===== config.mk =====
export PLATFORM = sky130hd
export DESIGN_NAME = wdg_top
export DESIGN_NICKNAME = d
export VERILOG_FILES = /design/src/rtl/wdg_pkg.sv /design/src/rtl/wdg_svc.sv /design/src/rtl/wdg_stop_sync.sv /design/src/rtl/wdg_count.sv /design/src/rtl/wdg_top.sv
export SDC_FILE = /design/constraint.sdc
export NUM_CORES = 1
export LEC_CHECK = 0
export BUFFER_PORTS_ARGS = -buffer_cell sky130_fd_sc_hd__buf_2
export CAP_MARGIN = 20
export CORE_MARGIN = 2
export CORE_UTILIZATION = 45
export CTS_BUF_LIST = sky130_fd_sc_hd__clkbuf_8
export CTS_CLUSTER_DIAMETER = 200
export DETAILED_ROUTE_END_ITERATION = 8
export HOLD_SLACK_MARGIN = 0.1
export MAX_ROUTING_LAYER = met4
export PLACE_DENSITY = 0.68
export SYNTH_ARGS = -nofsm -noshare
export SYNTH_HDL_FRONTEND = slang
export SYNTH_SLANG_ARGS = --single-unit

===== constraint.sdc =====
create_clock -name clk -period 1.82 [get_ports clk]
set_input_delay 0.364 -clock clk [delete_from_list [all_inputs] [get_ports clk]]
set_output_delay 0.364 -clock clk [all_outputs]
set_load 0.01 [all_outputs]

===== src/rtl/wdg_pkg.sv =====
package wdg_pkg;
    localparam logic [7:0] KEY_FIRST  = 8'h55;
    localparam logic [7:0] KEY_SECOND = 8'hAA;

    typedef enum logic [0:0] {
        SV_IDLE,
        SV_KEYED
    } svc_st_t;

    typedef enum logic [2:0] {
        ST_RUN,
        ST_ENTER,
        ST_STOP,
        ST_EXIT,
        ST_HOLD1,
        ST_HOLD2
    } stop_st_t;
endpackage


===== src/rtl/wdg_svc.sv =====
module wdg_svc
    import wdg_pkg::*;
(
    input  logic       clk,
    input  logic       rst_n,
    input  logic       en,
    input  logic       wr,
    input  logic [7:0] data,
    output logic       ok,
    output logic       bad
);
    svc_st_t st_q, st_d;

    always_ff @(posedge clk or negedge rst_n) begin
        if (!rst_n) st_q <= SV_IDLE;
        else        st_q <= st_d;
    end

    always_comb begin
        st_d = st_q;
        ok   = 1'b0;
        bad  = 1'b0;
        if (!en) begin
            st_d = SV_IDLE;
        end else if (wr) begin
            unique case (st_q)
                SV_IDLE: begin
                    if (data == KEY_FIRST) st_d = SV_KEYED;
                    else                   bad  = 1'b1;
                end
                SV_KEYED: begin
                    st_d = SV_IDLE;
                    if (data == KEY_SECOND) ok  = 1'b1;
                    else                    bad = 1'b1;
                end
                default: st_d = SV_IDLE;
            endcase
        end
    end
endmodule


===== src/rtl/wdg_stop_sync.sv =====
module wdg_stop_sync
    import wdg_pkg::*;
(
    input  logic clk,
    input  logic rst_n,
    input  logic lp_tick,
    input  logic req,
    output logic ack
);
    stop_st_t st_q, st_d;

    always_ff @(posedge clk or negedge rst_n) begin
        if (!rst_n) st_q <= ST_RUN;
        else        st_q <= st_d;
    end

    always_comb begin
        st_d = st_q;
        if (lp_tick) begin
            unique case (st_q)
                ST_RUN:   if (req)  st_d = ST_ENTER;
                ST_ENTER:           st_d = ST_STOP;
                ST_STOP:  if (!req) st_d = ST_EXIT;
                ST_EXIT:            st_d = ST_HOLD1;
                ST_HOLD1:           st_d = ST_HOLD2;
                ST_HOLD2:           st_d = ST_RUN;
                default:            st_d = ST_RUN;
            endcase
        end
    end

    always_comb begin
        ack = (st_q == ST_STOP) || (st_q == ST_EXIT);
    end
endmodule


===== src/rtl/wdg_count.sv =====
module wdg_count #(
    parameter int BASE = 10
) (
    input  logic       clk,
    input  logic       rst_n,
    input  logic       tick,
    input  logic       run,
    input  logic       clr,
    input  logic [2:0] rate,
    output logic       expire
);
    localparam int W = BASE + 7;

    logic [W-1:0] cnt_q;
    logic [W-1:0] limit;
    logic         active;

    always_comb begin
        limit  = ({{(W-1){1'b0}}, 1'b1} << (BASE + int'(rate))) - 1'b1;
        active = (rate != 3'd0);
        expire = active && run && tick && (cnt_q == limit);
    end

    always_ff @(posedge clk or negedge rst_n) begin
        if (!rst_n)                   cnt_q <= '0;
        else if (clr || !active)      cnt_q <= '0;
        else if (expire)              cnt_q <= '0;
        else if (run && tick)         cnt_q <= cnt_q + 1'b1;
    end
endmodule


===== src/rtl/wdg_top.sv =====
module wdg_top #(
    parameter int BASE = 10
) (
    input  logic       clk,
    input  logic       rst_n,
    input  logic       lp_tick,
    input  logic       rc_tick,
    input  logic       osc_tick,
    input  logic [1:0] src_sel,
    input  logic       lp_stop_dis,
    input  logic       stop_req,
    input  logic       stop_pseudo,
    input  logic       osc_keep_pstp,
    input  logic       osc_en,
    input  logic       osc_up,
    input  logic [2:0] rate,
    input  logic       svc_wr,
    input  logic [7:0] svc_data,
    output logic       stop_ack,
    output logic       wdog_rst
);
    logic sel_tick, run_in_stop, cnt_run;
    logic svc_ok, svc_bad, expire;

    always_comb begin
        if (src_sel[1]) begin
            sel_tick    = lp_tick;
            run_in_stop = !lp_stop_dis;
        end else if (src_sel[0]) begin
            sel_tick    = osc_tick;
            run_in_stop = stop_pseudo && osc_keep_pstp && osc_en && osc_up;
        end else begin
            sel_tick    = rc_tick;
            run_in_stop = 1'b0;
        end
        cnt_run = !stop_ack || run_in_stop;
    end

    wdg_stop_sync u_sync (
        .clk     (clk),
        .rst_n   (rst_n),
        .lp_tick (lp_tick),
        .req     (stop_req),
        .ack     (stop_ack)
    );

    wdg_svc u_svc (
        .clk   (clk),
        .rst_n (rst_n),
        .en    (rate != 3'd0),
        .wr    (svc_wr),
        .data  (svc_data),
        .ok    (svc_ok),
        .bad   (svc_bad)
    );

    wdg_count #(.BASE(BASE)) u_cnt (
        .clk    (clk),
        .rst_n  (rst_n),
        .tick   (sel_tick),
        .run    (cnt_run),
        .clr    (svc_ok || svc_bad),
        .rate   (rate),
        .expire (expire)
    );

    always_ff @(posedge clk or negedge rst_n) begin
        if (!rst_n) wdog_rst <= 1'b0;
        else        wdog_rst <= expire || svc_bad;
    end
endmodule


## Yosys cells after proc, flatten, opt, wreduce, memory -nomap -nowiden

Index checks and enable logic that the tools add are counted.
W data, S select, Z words.

- Flip-flop bits (word level): 22
- Output and inout port bits: 2
- Logic and storage cells: 61

- Add/sub/neg operators: 3
- Equal/unequal tests: 10
- Shift operators: 1
- Mux-type cells: 23
- Bitwise operators: 1
- Reductions and logical operators: 19

Operator list:

| kind | count |
|---|---|
| $mux W17 | 3 |
| $shl A1 B32 Y17 const A | 1 |
| $add A17 B1 Y17 const B | 1 |
| $eq A17 B17 Y1 | 1 |
| $sub A17 B1 Y17 const B | 1 |
| $mux W1 | 15 |
| $pmux W3 S5 | 1 |
| $eq A8 B7 Y1 const B | 1 |
| $eq A8 B8 Y1 const B | 1 |
| $logic_and A1 B1 Y1 | 7 |
| $eq A3 B2 Y1 const B | 2 |
| $mux W3 | 2 |
| $ne A2 B2 Y1 const B | 3 |
| $reduce_bool A3 Y1 | 2 |
| $add A4 B3 Y5 const A | 1 |
| $logic_or A1 B1 Y1 | 5 |
| $pmux W1 S2 | 2 |
| $eq A3 B1 Y1 const B | 1 |
| $eq A3 B3 Y1 const B | 1 |
| $logic_not A1 Y1 | 3 |
| $logic_not A3 Y1 | 1 |
| $reduce_and A3 Y1 | 1 |
| $not A1 Y1 | 1 |

## Depth between registers and ports, before layout

Gate-level depths: netlist of the first run.

- Depth after elaboration: 11
- Gate-level depth with buffers: 10
- Mapped depth without buffers: 8

## By module

Synthesis of the first run repeated with hierarchy kept, for this count alone.

- Cells, all modules: 178
- Area, all modules: 1645.3 sq um

Modules (own cells, without submodules):

| module | times used | cells each | area an instance (sq um) | seq. area each (sq um) |
|---|---|---|---|---|
| wdg_count | 1 | 140 | 1276.2 | 425.4 |
| wdg_stop_sync | 1 | 14 | 156.4 | 75.1 |
| wdg_svc | 1 | 13 | 118.9 | 25.0 |
| wdg_top | 1 | 11 | 93.8 | 25.0 |

## Worst setup path before layout of the first run

Ideal clock, no wire load.

- Kind: input to register
- Start point: input port rate[1]
- End point: register u_cnt.cnt_q[4]
- Setup time: 0.134 ns
- Arrival time: 2.362 ns
- Setup slack: -0.676 ns
- Stages on the path: 10
- Path buffers: 2
- Cells stage by stage: buf_2 inv_1 ha_1 or4_1 a21oi_1 o21a_2 o2111ai_4 o21ai_4 buf_6 o211ai_2

- Longest elaborated chain between the ends: 7
- Elaborated cells between the ends (all ways): 16
- Classes of those cells: add/sub (2); eq/ne (1); shift (1); mux (4); reduce/logical (8)

RTL lines:

| item | RTL line | RTL |
|---|---|---|
| from (decl) | wdg_top.sv:16 | `input logic [2:0] rate,` |
| $add A4 B3 Y5 | wdg_count.sv:19 | `limit = ({{(W-1){1'b0}}, 1'b1} << (BASE + int'(rate))) - 1'b1;` |
| $shl A1 B32 Y17 | wdg_count.sv:19 |  |
| $sub A17 B1 Y17 | wdg_count.sv:19 |  |
| $eq A17 B17 Y1 | wdg_count.sv:21 | `expire = active && run && tick && (cnt_q == limit);` |
| $logic_and A1 B1 Y1 | wdg_count.sv:21 |  |
| $mux W17 | wdg_count.sv:27 | `else if (expire) cnt_q <= '0;` |
| $mux W17 | wdg_count.sv:26 | `else if (clr \|\| !active) cnt_q <= '0;` |
| to (signal assigned) | wdg_count.sv:28 | `else if (run && tick) cnt_q <= cnt_q + 1'b1;` |
| to (decl) | wdg_count.sv:14 | `logic [W-1:0] cnt_q;` |

Several ways; a longest one is shown, not always the timed one.
A chain may end at the register's enable or synchronous reset.

## Worst setup path in the final report of the first run

- Start point: input port rate[1]
- End point: register u_cnt.cnt_q[9]

The elaborated chain is that of the path after synthesis.

==> results_dict.tcl, run 1 <==
set metrics [dict create \
    outcome "complete, but fails checks" \
    violations "negative setup slack" \
    setup_tns_ps -3050 \
    grt_pass1_wl_mm 7.82 \
    antenna_found_initial 0 \
    place_congestion 0.840 \
    wl_per_cell_um 14.9 \
    wl_mm 4.97 \
    die_x_um 68.5 \
    worst_slack_ps -221 \
    arrival_ps 2190 \
    start_util_pct 46.8 \
    h-tree-depth 1 \
    maxCapViolCount 0 \
    nFillCells 345 \
    cts_root_buf "clkbuf_8" \
    post-route-period-util_pct 112 \
    drive_gt1_share_pct 38.2 \
    nNetsFinal 318 \
    syn_inst 220 \
    setup_violations 18 \
    multiInputGateArea_um2 1280 \
    insertion_delay_ps 270 \
    overflow 0 \
    drt_first_pass_iters 4 \
    finalHoldViolations 0 \
    worst_pin_slew_ps 540 \
    period_minus_slack_ps 2040 \
    clock_skew_ps 1.43 \
    finalMaxSlewViolations 0 \
    port_buffers 26 \
    cp_top_family "compound AO/OA/AOI/OAI gates" \
    ant_nets 0 \
    drt_iter0_drc 123 \
    ios 27 \
    area_growth_pct 34.7 \
    dpl_cell_area_um2 2360 \
    grt_use_total_pct 23.1 \
    powerDensity_nw_per_um2 580 \
    path_clk_slew_ps 80 \
    max_freq_mhz 490 \
    path_cells "buf_12, inv_8, ha_4, or4_1, a21oi_1, o21a_2, o2111ai_4, buf_6, o211ai_1, o211ai_2" \
    fp-row-count 23 \
    cts_tree "built" \
    die_area_um2 4690 \
    cp_max_fo 5 \
    ir_drop_v 0.000299 \
    ys_seq_elements 22 \
    hp-class "input pin to flip-flop" \
    synth_warnings 0 \
    via_per_inst 5.48 \
    worstSetupEndpointType "flip-flop" \
    dp_hpwl_mm 3.62 \
    numCtsBuffers 3 \
    grt_pass1_vias 1711 \
    yosys_most_used_dff "dfrtp_1" \
    clk_path_buf_depth 2 \
    critical_path_class "input pin to flip-flop" \
    cp_slowest_cell "or4_1" \
    critPathMaxStageDelay_ps 470 \
    worst-path-buf-inv 3 \
    ff_latch_area_um2 551 \
    vias 1826 \
    core_um2 4000 \
    critPathLaunchType "input pin" \
    rsz0062_at_grt "true" \
    async_reset_ff_share_pct 100 \
    avgSynthCellArea_um2 8.50 \
    p_leak_nw 1.10 \
    yosys.cell_types.count 47 \
    die_h_um 68.5 \
    drc 0 \
    synth_nets 254 \
    syn_area_um2 1870 \
    grt_max_degree 23 \
    cts.sinks 22 \
    synth_edf_count 0 \
    required_ps 1970 \
    slew_headroom_pct 64.0 \
    fin_area_um2 2520 \
    post-place-ws_ps -599 \
    synth-seq-area-share_pct 29.4 \
    diodes 0 \
]
[flip-flops by register name, indices dropped and copies added, names as in the netlist]
signal / flops
wdog_rst: 1
u_cnt.cnt_q: 17
u_sync.st_q: 3
u_svc.st_q: 1
[cells by family (layout without fill, tap and decap cells)]
family	Yosys count	after routing	synth area share, %
AND/OR/NAND/NOR	102	102	26.9
adder cells (fa/ha/maj)	9	9	6.02
AO/OA/AOI/OAI	51	51	25.4
flip-flops	22	22	29.4
buffers and inverters	21	84	5.49
XOR/XNOR	10	10	4.68
other	2	2	0.401
multiplexers	3	3	1.74
[synthesized netlist by cell type (2+ instances only)]
| master | number | area [µm²] |
|---|---|---|
| mux2_2 | 2 | 22.5 |
| ha_1 | 9 | 113 |
| o22ai_1 | 5 | 31.3 |
| buf_2 | 7 | 35.0 |
| nand3_1 | 6 | 30.0 |
| or2_1 | 2 | 12.5 |
| o211ai_1 | 13 | 97.6 |
| o21ai_1 | 2 | 10.0 |
| nand3b_1 | 2 | 15.0 |
| a21oi_1 | 2 | 10.0 |
| nor3_1 | 4 | 20.0 |
| or4_1 | 3 | 22.5 |
| conb_1 | 2 | 7.51 |
| buf_6 | 2 | 22.5 |
| nor4_1 | 3 | 18.8 |
| xor2_1 | 5 | 43.8 |
| clkbuf_1 | 5 | 18.8 |
| inv_1 | 7 | 26.3 |
| nor2_1 | 18 | 67.6 |
| nand2_1 | 46 | 173 |
| nand4_1 | 5 | 31.3 |
| dfrtp_1 | 22 | 551 |
| a32o_1 | 2 | 20.0 |
| nor4b_2 | 2 | 30.0 |
| o21ai_0 | 6 | 30.0 |
| nor2b_1 | 3 | 18.8 |
| nor3b_1 | 2 | 15.0 |
| o31ai_1 | 2 | 15.0 |
| o211ai_2 | 9 | 113 |
| xnor2_1 | 5 | 43.8 |
[tightest hold or removal path, cell delays in order]
cell and delay, ps:
buf_2 100, nor2_1 50, nor2_1 70
[area by class of cell]
class | instances | share of cell area (%)
multi-input combinational | 177 | 50.7
inverter | 7 | 1.44
sequential | 22 | 21.8
clock buffer | 4 | 2.18
tap | 50 | 2.48
timing repair buffer | 73 | 21.3
[metrics by stage]
stage	utilization (%)	instances	hold slack [ps]	power, mW
2_1_floorplan	-	220	68.4	0.867
3_3_place_gp	59.1	326	372	1.06
3_5_place_dp	59.1	326	381	1.07
4_1_cts	62.3	333	356	1.46
5_1_grt	63.0	333	376	1.54
6_report	63.0	333	344	1.46
[power breakdown]
group / internal (mW) / switching [mW]
Sequential: 0.531 / 0.0458
Combinational: 0.254 / 0.265
Clock: 0.193 / 0.173
Total: 0.978 / 0.484
[layer usage]
metal	global-route usage (%)	vias to the layer above	part of all wire, %
met5	-	-	0
met4	5.25	0	0.93
met3	2.47	5	3.2
met2	41.0	38	50
met1	28.1	859	45
li1	-	924	-
[worst paths after layout]
kind | startpoint | depth (start not counted) | slack (ps) | to
min in group asynchronous | rst_n | 2 | 610 | u_cnt.cnt_q[11]
worst max-delay path | rate[1] | 10 | -220 | u_cnt.cnt_q[9]
worst min register to register | u_sync.st_q[2] | 1 | 520 | u_sync.st_q[1]
worst max register to register | u_cnt.cnt_q[10] | 7 | -190 | u_cnt.cnt_q[9]
max in group asynchronous | rst_n | 2 | 850 | u_cnt.cnt_q[8]
worst min-delay path | svc_wr | 3 | 340 | u_svc.st_q
[layout by cell type, fill, tap and decap left out, types with 4 or more instances in the layout]
cell,instances
buf_2,25
buf_4,41
clkbuf_8,4
dfrtp_1,22
ha_1,7
inv_1,5
nand2_1,46
nand3_1,6
nand4_1,5
nor2_1,18
nor3_1,4
o211ai_1,13
o211ai_2,9
o21ai_0,4
o22ai_1,4
xnor2_1,4
xor2_1,5
[timing repair]
item / CTS / global route
gates resized for setup: 15 / 5
hold buffers: 1 / 0
endpoints found under the setup margin: 18 / 18
pin swaps: 12 / 8
setup buffers: 1 / 0
gates cloned: 1 / 0
endpoints found under the hold margin: 22 / 0
(Power assumes the default switching activity.)
==> inputs of run 2 (changes only) <==
Settings changed: ABC_AREA set to 1, GPL_TIMING_DRIVEN set to 0, PLACE_DENSITY 0.68 to 0.67.
==> run 2 against run 1 <==
  * Power is 4.1% higher
  * Sequential power up 3.6%
  * Die area grew 7.4%
  * Critical endpoint is now u_cnt.cnt_q[2]
  * The flow now finishes without violations
  * Critical path depth rose by 1
  * Area after synthesis rose by 7.8%
  * Final cell count increased by 23%
  * First-iteration DRC count is 32% lower
==> results_dict.tcl, run 2 <==
set metrics [dict create \
    avgSynthCellArea_um2 6.26 \
    drt_iter0_drc 84 \
    synth_warnings 0 \
    worst-path-buf-inv 1 \
    post-place-ws_ps -426 \
    path_clk_slew_ps 80 \
    arrival_ps 1860 \
    setup_tns_ps 0 \
    nFillCells 467 \
    cts.sinks 22 \
    finalHoldViolations 0 \
    p_int_mw 1.01 \
    drive_gt1_share_pct 20.5 \
    yosysTopAreaCell "dfrtp_1" \
    fin_area_um2 2420 \
    clkPwrFrac_pct 30.1 \
    setup_violations 0 \
    worstSetupEndpointType "flip-flop" \
    critical_path_class "flip-flop to flip-flop" \
    power_frac_seq_pct 39.3 \
    dp_hpwl_mm 3.57 \
    dpl_cell_area_um2 2210 \
    diodes 0 \
    fin_util_pct 56.0 \
    layout_commonest_cell "nand2_1" \
    grt_use_total_pct 20.2 \
    core_um2 4320 \
    yosys_most_used_dff "dfrtp_1" \
    ios 27 \
    hp-class "input pin to flip-flop" \
    ff2ff_path_depth 11 \
    largest_reg_flops 17 \
    cp_max_fo 5 \
    fp-row-count 24 \
    period_minus_slack_ps 1700 \
    yosys.cell_types.count 27 \
    start_util_pct 46.6 \
    syn_inst 322 \
    r2r_slack_ps 120 \
    cts_root_buf "clkbuf_8" \
    area_growth_pct 20.0 \
    powerDensity_nw_per_um2 629 \
    place_congestion 0.869 \
    critPathMaxStageDelay_ps 430 \
    hold_start "svc_wr" \
    ys_seq_elements 22 \
    wl_mm 4.69 \
    syn_area_um2 2020 \
    ff_latch_area_um2 553 \
    clk_path_buf_depth 2 \
    whs_endpoint "wdog_rst" \
    async_reset_ff_share_pct 100 \
    cts_tree "built" \
    nNetsFinal 391 \
    synth_top_cell_area_share_pct 27.3 \
    cp_top_family "simple AND/OR/NAND/NOR gates" \
    critPathLaunchType "flip-flop" \
    insertion_delay_ps 260 \
    top_register "u_cnt.cnt_q" \
    max_freq_mhz 589 \
    drc 0 \
    die_x_um 71.0 \
    outcome "finished, final reports clean" \
    synth_common_cells "125 x nand2_1, 39 x inv_1, 32 x nor2_1" \
    finalMaxSlewViolations 0 \
    cp_slowest_cell "dfrtp_2" \
    antenna_found_initial 0 \
    path_cells "ha_4, nand2_2, nor2_2, nand3_1, nor2_1, nand2_1, nor2_2, nand3_4, buf_6, nand3_1, nand2_1" \
    p_comb_share_pct 30.6 \
    yosysMostFrequentCell "nand2_1" \
    timing.rr.start "u_cnt.cnt_q[1]" \
    holdPathStages 3 \
    post-route-period-util_pct 93.3 \
    synth-seq-area-share_pct 27.3 \
    grt_pass1_vias 1880 \
    overflow 0 \
    reg.largest.list "u_cnt.cnt_q: 17 flops, u_sync.st_q: 3 flops" \
    die_area_um2 5030 \
    synth_nets 356 \
    multiInputGateArea_um2 1360 \
    port_buffers 26 \
    synthTopCellsByArea "dfrtp_1 27%, nand2_1 23%, nand3_1 7.4%" \
    most-common-layout-cells "121 x nand2_1, 36 x inv_1, 27 x nor2_1, 27 x nand3_1, 25 x buf_2" \
    worst_slack_ps 122 \
    ir_drop_v 0.000320 \
    r2r_end "u_cnt.cnt_q[2]" \
    wl_per_cell_um 11.5 \
    drt_first_pass_iters 4 \
    grt_pass1_wl_mm 8.05 \
    finalPower_mw 1.52 \
    die_h_um 71.0 \
    ant_nets 0 \
    p_sw_mw 0.511 \
    maxCapViolCount 0 \
    numCtsBuffers 3 \
    p_sw_share_pct 33.5 \
    clock_skew_ps 1.83 \
    vias 1991 \
    via_per_inst 4.88 \
    grt_max_degree 23 \
    synth_edf_count 0 \
    h-tree-depth 1 \
    p_leak_nw 1.25 \
    required_ps 1980 \
]
==> run 2: worst min-delay path, cell delays in order <==
cell     delay [ps]
buf_2           110
nand2_1          50
o21ai_0          70
==> run 2: area by class of cell <==
| type | instances | area share [%] |
|---|---|---|
| sequential | 22 | 22.8 |
| inverter | 41 | 6.46 |
| tap | 52 | 2.69 |
| clock buffer | 3 | 1.71 |
| multi-input combinational | 254 | 56.2 |
| buffer | 5 | 1.76 |
| clock inverter | 1 | 1.24 |
| timing repair buffer | 30 | 7.13 |
==> run 2: kinds of logic after synthesis <==
group / Yosys count / share of synthesized area (%)
buffers and inverters: 46 / 9.74
other: 2 / 0.372
adder cells (fa/ha/maj): 9 / 5.58
flip-flops: 22 / 27.3
AND/OR/NAND/NOR: 209 / 43.7
XOR/XNOR: 19 / 8.25
AO/OA/AOI/OAI: 15 / 5.09
==> run 2: through the flow <==
step / hold slack, ps / instances
floorplan: 68.4 / 322
global placement: 360 / 400
detailed placement: 360 / 400
CTS: 373 / 405
global route: 400 / 408
finish: 370 / 408
==> run 2: worst max path at each step <==
stage                   start              end  slack (ps)  cells after the start
5_1_grt        u_cnt.cnt_q[1]  u_cnt.cnt_q[15]          -5                     11
3_5_place_dp          rate[2]   u_cnt.cnt_q[6]        -430                     13
3_3_place_gp          rate[2]   u_cnt.cnt_q[3]        -430                     13
4_1_cts               rate[1]   u_cnt.cnt_q[2]          40                     14
2_1_floorplan         rate[2]   u_cnt.cnt_q[8]           3                     13
6_report       u_cnt.cnt_q[1]   u_cnt.cnt_q[2]         120                     11
==> run 2: routing by layer <==
metal / routed length [µm] / vias to the layer above / global-route usage, %
li1: - / 1076 / -
met1: 2240 / 871 / 26.0
met2: 2180 / 40 / 34.1
met3: 217 / 4 / 1.28
met4: 54 / 0 / 6.92
met5: 0 / - / -
==> run 2: power by group through the flow <==
stage / registers [mW] / logic (mW) / clock network (mW)
final: 0.598 / 0.466 / 0.459
after global routing: 0.607 / 0.537 / 0.483
after CTS: 0.592 / 0.440 / 0.465
after detailed placement: 0.602 / 0.429 / 0
after global placement: 0.600 / 0.418 / 0
after floorplan: 0.589 / 0.303 / 0
==> run 2: repair_timing <==
| action | in CTS | in global routing |
|---|---|---|
| endpoints found under the hold margin | 22 | 0 |
| gates resized for setup | 4 | 27 |
| hold buffers | 1 | 0 |
| setup endpoints to repair | 15 | 18 |
| cloned | 0 | 1 |
| buffers inserted | 0 | 2 |
| pin swaps | 0 | 10 |
==> inputs of run 3 (changes only) <==
Settings changed: CELL_PAD_IN_SITES_DETAIL_PLACEMENT set to 0, CELL_PAD_IN_SITES_GLOBAL_PLACEMENT set to 1, CORE_UTILIZATION 45 to 38, PLACE_DENSITY 0.67 to unset, PLACE_DENSITY_LB_ADDON set to 0.1, SYNTH_HIERARCHICAL set to 1.
==> run 3 against run 2 <==
  * Wire length rose by 8.7%
  * Critical endpoint is now u_cnt/cnt_q[6]
  * Sequential power barely moved
  * Combinational power rose by 24%
  * Die area rose by 20%
  * Critical path depth did not move
  * Clock skew rose by 3.2 ps
  * Register-to-register slack got worse by 60 ps
  * Count of clock-buffer cells in the layout did not move
==> results_dict.tcl, run 3 <==
set metrics [dict create \
    synth_nets 367 \
    grt_pass1_vias 1965 \
    yosys.cell_types.count 29 \
    synth-compound-area-share_pct 5.37 \
    p_sw_share_pct 34.8 \
    powerDensity_nw_per_um2 621 \
    crit_path_frequent_cell "nand2_1" \
    die_x_um 77.9 \
    arrival_ps 1960 \
    synth_mux_area_share_pct 0 \
    synth_warnings 6 \
    syn_area_um2 2070 \
    port_buffers 26 \
    multiInputGateArea_um2 1500 \
    path_clk_slew_ps 90 \
    ys_seq_elements 22 \
    synth-seq-area-share_pct 26.6 \
    hp-class "input pin to flip-flop" \
    use_met1_pct 22.6 \
    holdPathStages 2 \
    worstSetupEndpointType "flip-flop" \
    grtUsageMet2_pct 29.7 \
    synth_common_cells "121 x nand2_1, 45 x inv_1, 38 x nor2_1" \
    maxCapViolCount 0 \
    power_frac_seq_pct 36.5 \
    clk_path_buf_depth 2 \
    post-place-ws_ps -364 \
    p_sw_mw 0.569 \
    grt_pass1_wl_mm 8.60 \
    max_freq_mhz 557 \
    critPathLaunchType "input pin" \
    yosysMostFrequentCell "nand2_1" \
    most-common-layout-cells "116 x nand2_1, 41 x inv_1, 32 x nor2_1" \
    period_minus_slack_ps 1800 \
    ff_latch_area_um2 553 \
    critPathMaxStageDelay_ps 330 \
    p_leak_nw 1.37 \
    die_h_um 77.9 \
    synth_edf_count 0 \
    drc 0 \
    p_comb_share_pct 35.4 \
    antenna_found_initial 0 \
    reg.largest.list "u_cnt/cnt_q: 17 flops, u_sync/st_q: 3 flops" \
    synth_top_family_by_area "simple AND/OR/NAND/NOR gates" \
    fp-row-count 26 \
    path_cells "clkbuf_4, ha_1, buf_6, nor2_4, nand2_1, nand2_1, nand2_1, nor3_4, nand3_4, nand3_2, nand2_1" \
    nNetsFinal 407 \
    outcome "finished, final reports clean" \
    die_area_um2 6060 \
    drt_first_pass_iters 6 \
    yosys_most_used_dff "dfrtp_1" \
    synthTopCellsByArea "dfrtp_1 27%, nand2_1 22%, inv_1 8.1%" \
    cts_root_buf "clkbuf_8" \
    finalMaxSlewViolations 0 \
    via_per_inst 4.65 \
    core_um2 5170 \
    fin_util_pct 50.8 \
    worst_slack_ps 23.2 \
    avgSynthCellArea_um2 6.21 \
    rsz0062_at_grt "true" \
    cts.sinks 22 \
    yosysTopAreaCell "dfrtp_1" \
    cts_tree "built" \
    cp_slowest_cell "nor3_4" \
    ir_drop_v 0.000526 \
    synth_top_cell_area_share_pct 26.6 \
    finalHoldViolations 0 \
    setup_violations 0 \
    post_synth_and_or_nand_nor_area_fraction_pct 48.0 \
    h-tree-depth 1 \
    drt_iter0_drc 61 \
    vias 2061 \
    ant_nets 0 \
    ff2ff_path_depth 12 \
    synthAdderAreaFrac_pct 4.83 \
    post-route-period-util_pct 98.7 \
    critical_path_class "input pin to flip-flop" \
    drive_gt1_share_pct 27.9 \
    syn_inst 334 \
    met3_usage_pct 1.98 \
    overflow 0 \
    area_growth_pct 26.9 \
    nFillCells 528 \
    wl_mm 5.10 \
    worst_pin_slew_ps 519 \
    grt_use_total_pct 17.8 \
    start_util_pct 40.1 \
    grt_max_degree 23 \
    top_usage_layer "met2" \
    diodes 0 \
    ios 27 \
    place_congestion 0.886 \
    async_reset_ff_share_pct 100 \
    numCtsBuffers 3 \
    wl_per_cell_um 11.5 \
    cp_max_fo 9 \
    largest_reg_flops 17 \
    clkPwrFrac_pct 28.1 \
    insertion_delay_ps 260 \
    clock_skew_ps 5.01 \
    slew_headroom_pct 65.4 \
    dp_hpwl_mm 3.66 \
    p_int_mw 1.06 \
    layout_commonest_cell "nand2_1" \
    synth_xor_area_share_pct 5.07 \
    required_ps 1980 \
    top_register "u_cnt/cnt_q" \
]
[run 3: kinds of logic (layout without fill, tap and decap cells)]
kind of cell,count (synthesis),count (layout)
buffers and inverters,53,91
DFF,22,22
AOI/OAI and AO/OA,19,19
xor gates and xnor gates,12,12
adders and majority gates,8,8
and+or+nand+nor,220,221
[run 3: path summary, 6_finish.rpt]
path	start	to	slack, ps
min	svc_wr	u_svc/st_q	290
min in group asynchronous	rst_n	u_cnt/cnt_q[1]	610
max in group asynchronous	rst_n	u_sync/st_q[2]	840
min reg2reg	u_sync/st_q[1]	u_sync/st_q[1]	520
max reg2reg	u_sync/st_q[1]	u_cnt/cnt_q[6]	60
max	rate[1]	u_cnt/cnt_q[6]	20
[run 3: worst max-delay path, delay by kind of cell]
kind	cells	cell delay, ps
adders and majority gates	1	230
buffers and inverters	2	310
and+or+nand+nor	8	1050
[run 3: repair_timing]
item	in CTS	in global routing
setup buffers	2	5
hold endpoints to repair	22	0
endpoints found under the setup margin	16	18
hold buffers	1	0
pin swaps	2	30
gates cloned	0	1
gates resized for setup	10	44
[run 3: power by group through the flow]
stage | clock network, mW | registers, mW | logic [mW]
after global routing | 0.500 | 0.604 | 0.657
after floorplan | 0 | 0.591 | 0.328
final | 0.460 | 0.595 | 0.578
after CTS | 0.483 | 0.598 | 0.478
after detailed placement | 0 | 0.604 | 0.445
after global placement | 0 | 0.607 | 0.443
[run 3: metrics by stage]
step                      TNS (ps)  cell area [µm²]  instances  power, mW  hold slack, ps
after floorplan                  0             2070        334      0.919            68.4
after global placement       -6040             2290        430       1.05             372
after detailed placement     -6200             2290        430       1.05             380
after CTS                        0             2420        437       1.56             277
after global routing          -792             2630        443       1.76             278
final                            0             2630        443       1.63             289
[run 3: final cells by class]
class	instances	share of cell area, %
multi-input cells	260	56.9
flip-flops and latches	22	21.0
inverters	49	7.09
well taps	70	3.33
clock buffers	3	1.57
repair buffers	34	7.66
plain buffers	4	1.33
clock inverters	1	1.14
[run 3: layer usage]
metal	share of wire (%)	routed length (µm)
met1	50	2530
met2	48	2430
met3	1.7	89
met4	0.98	50
met5	0	0
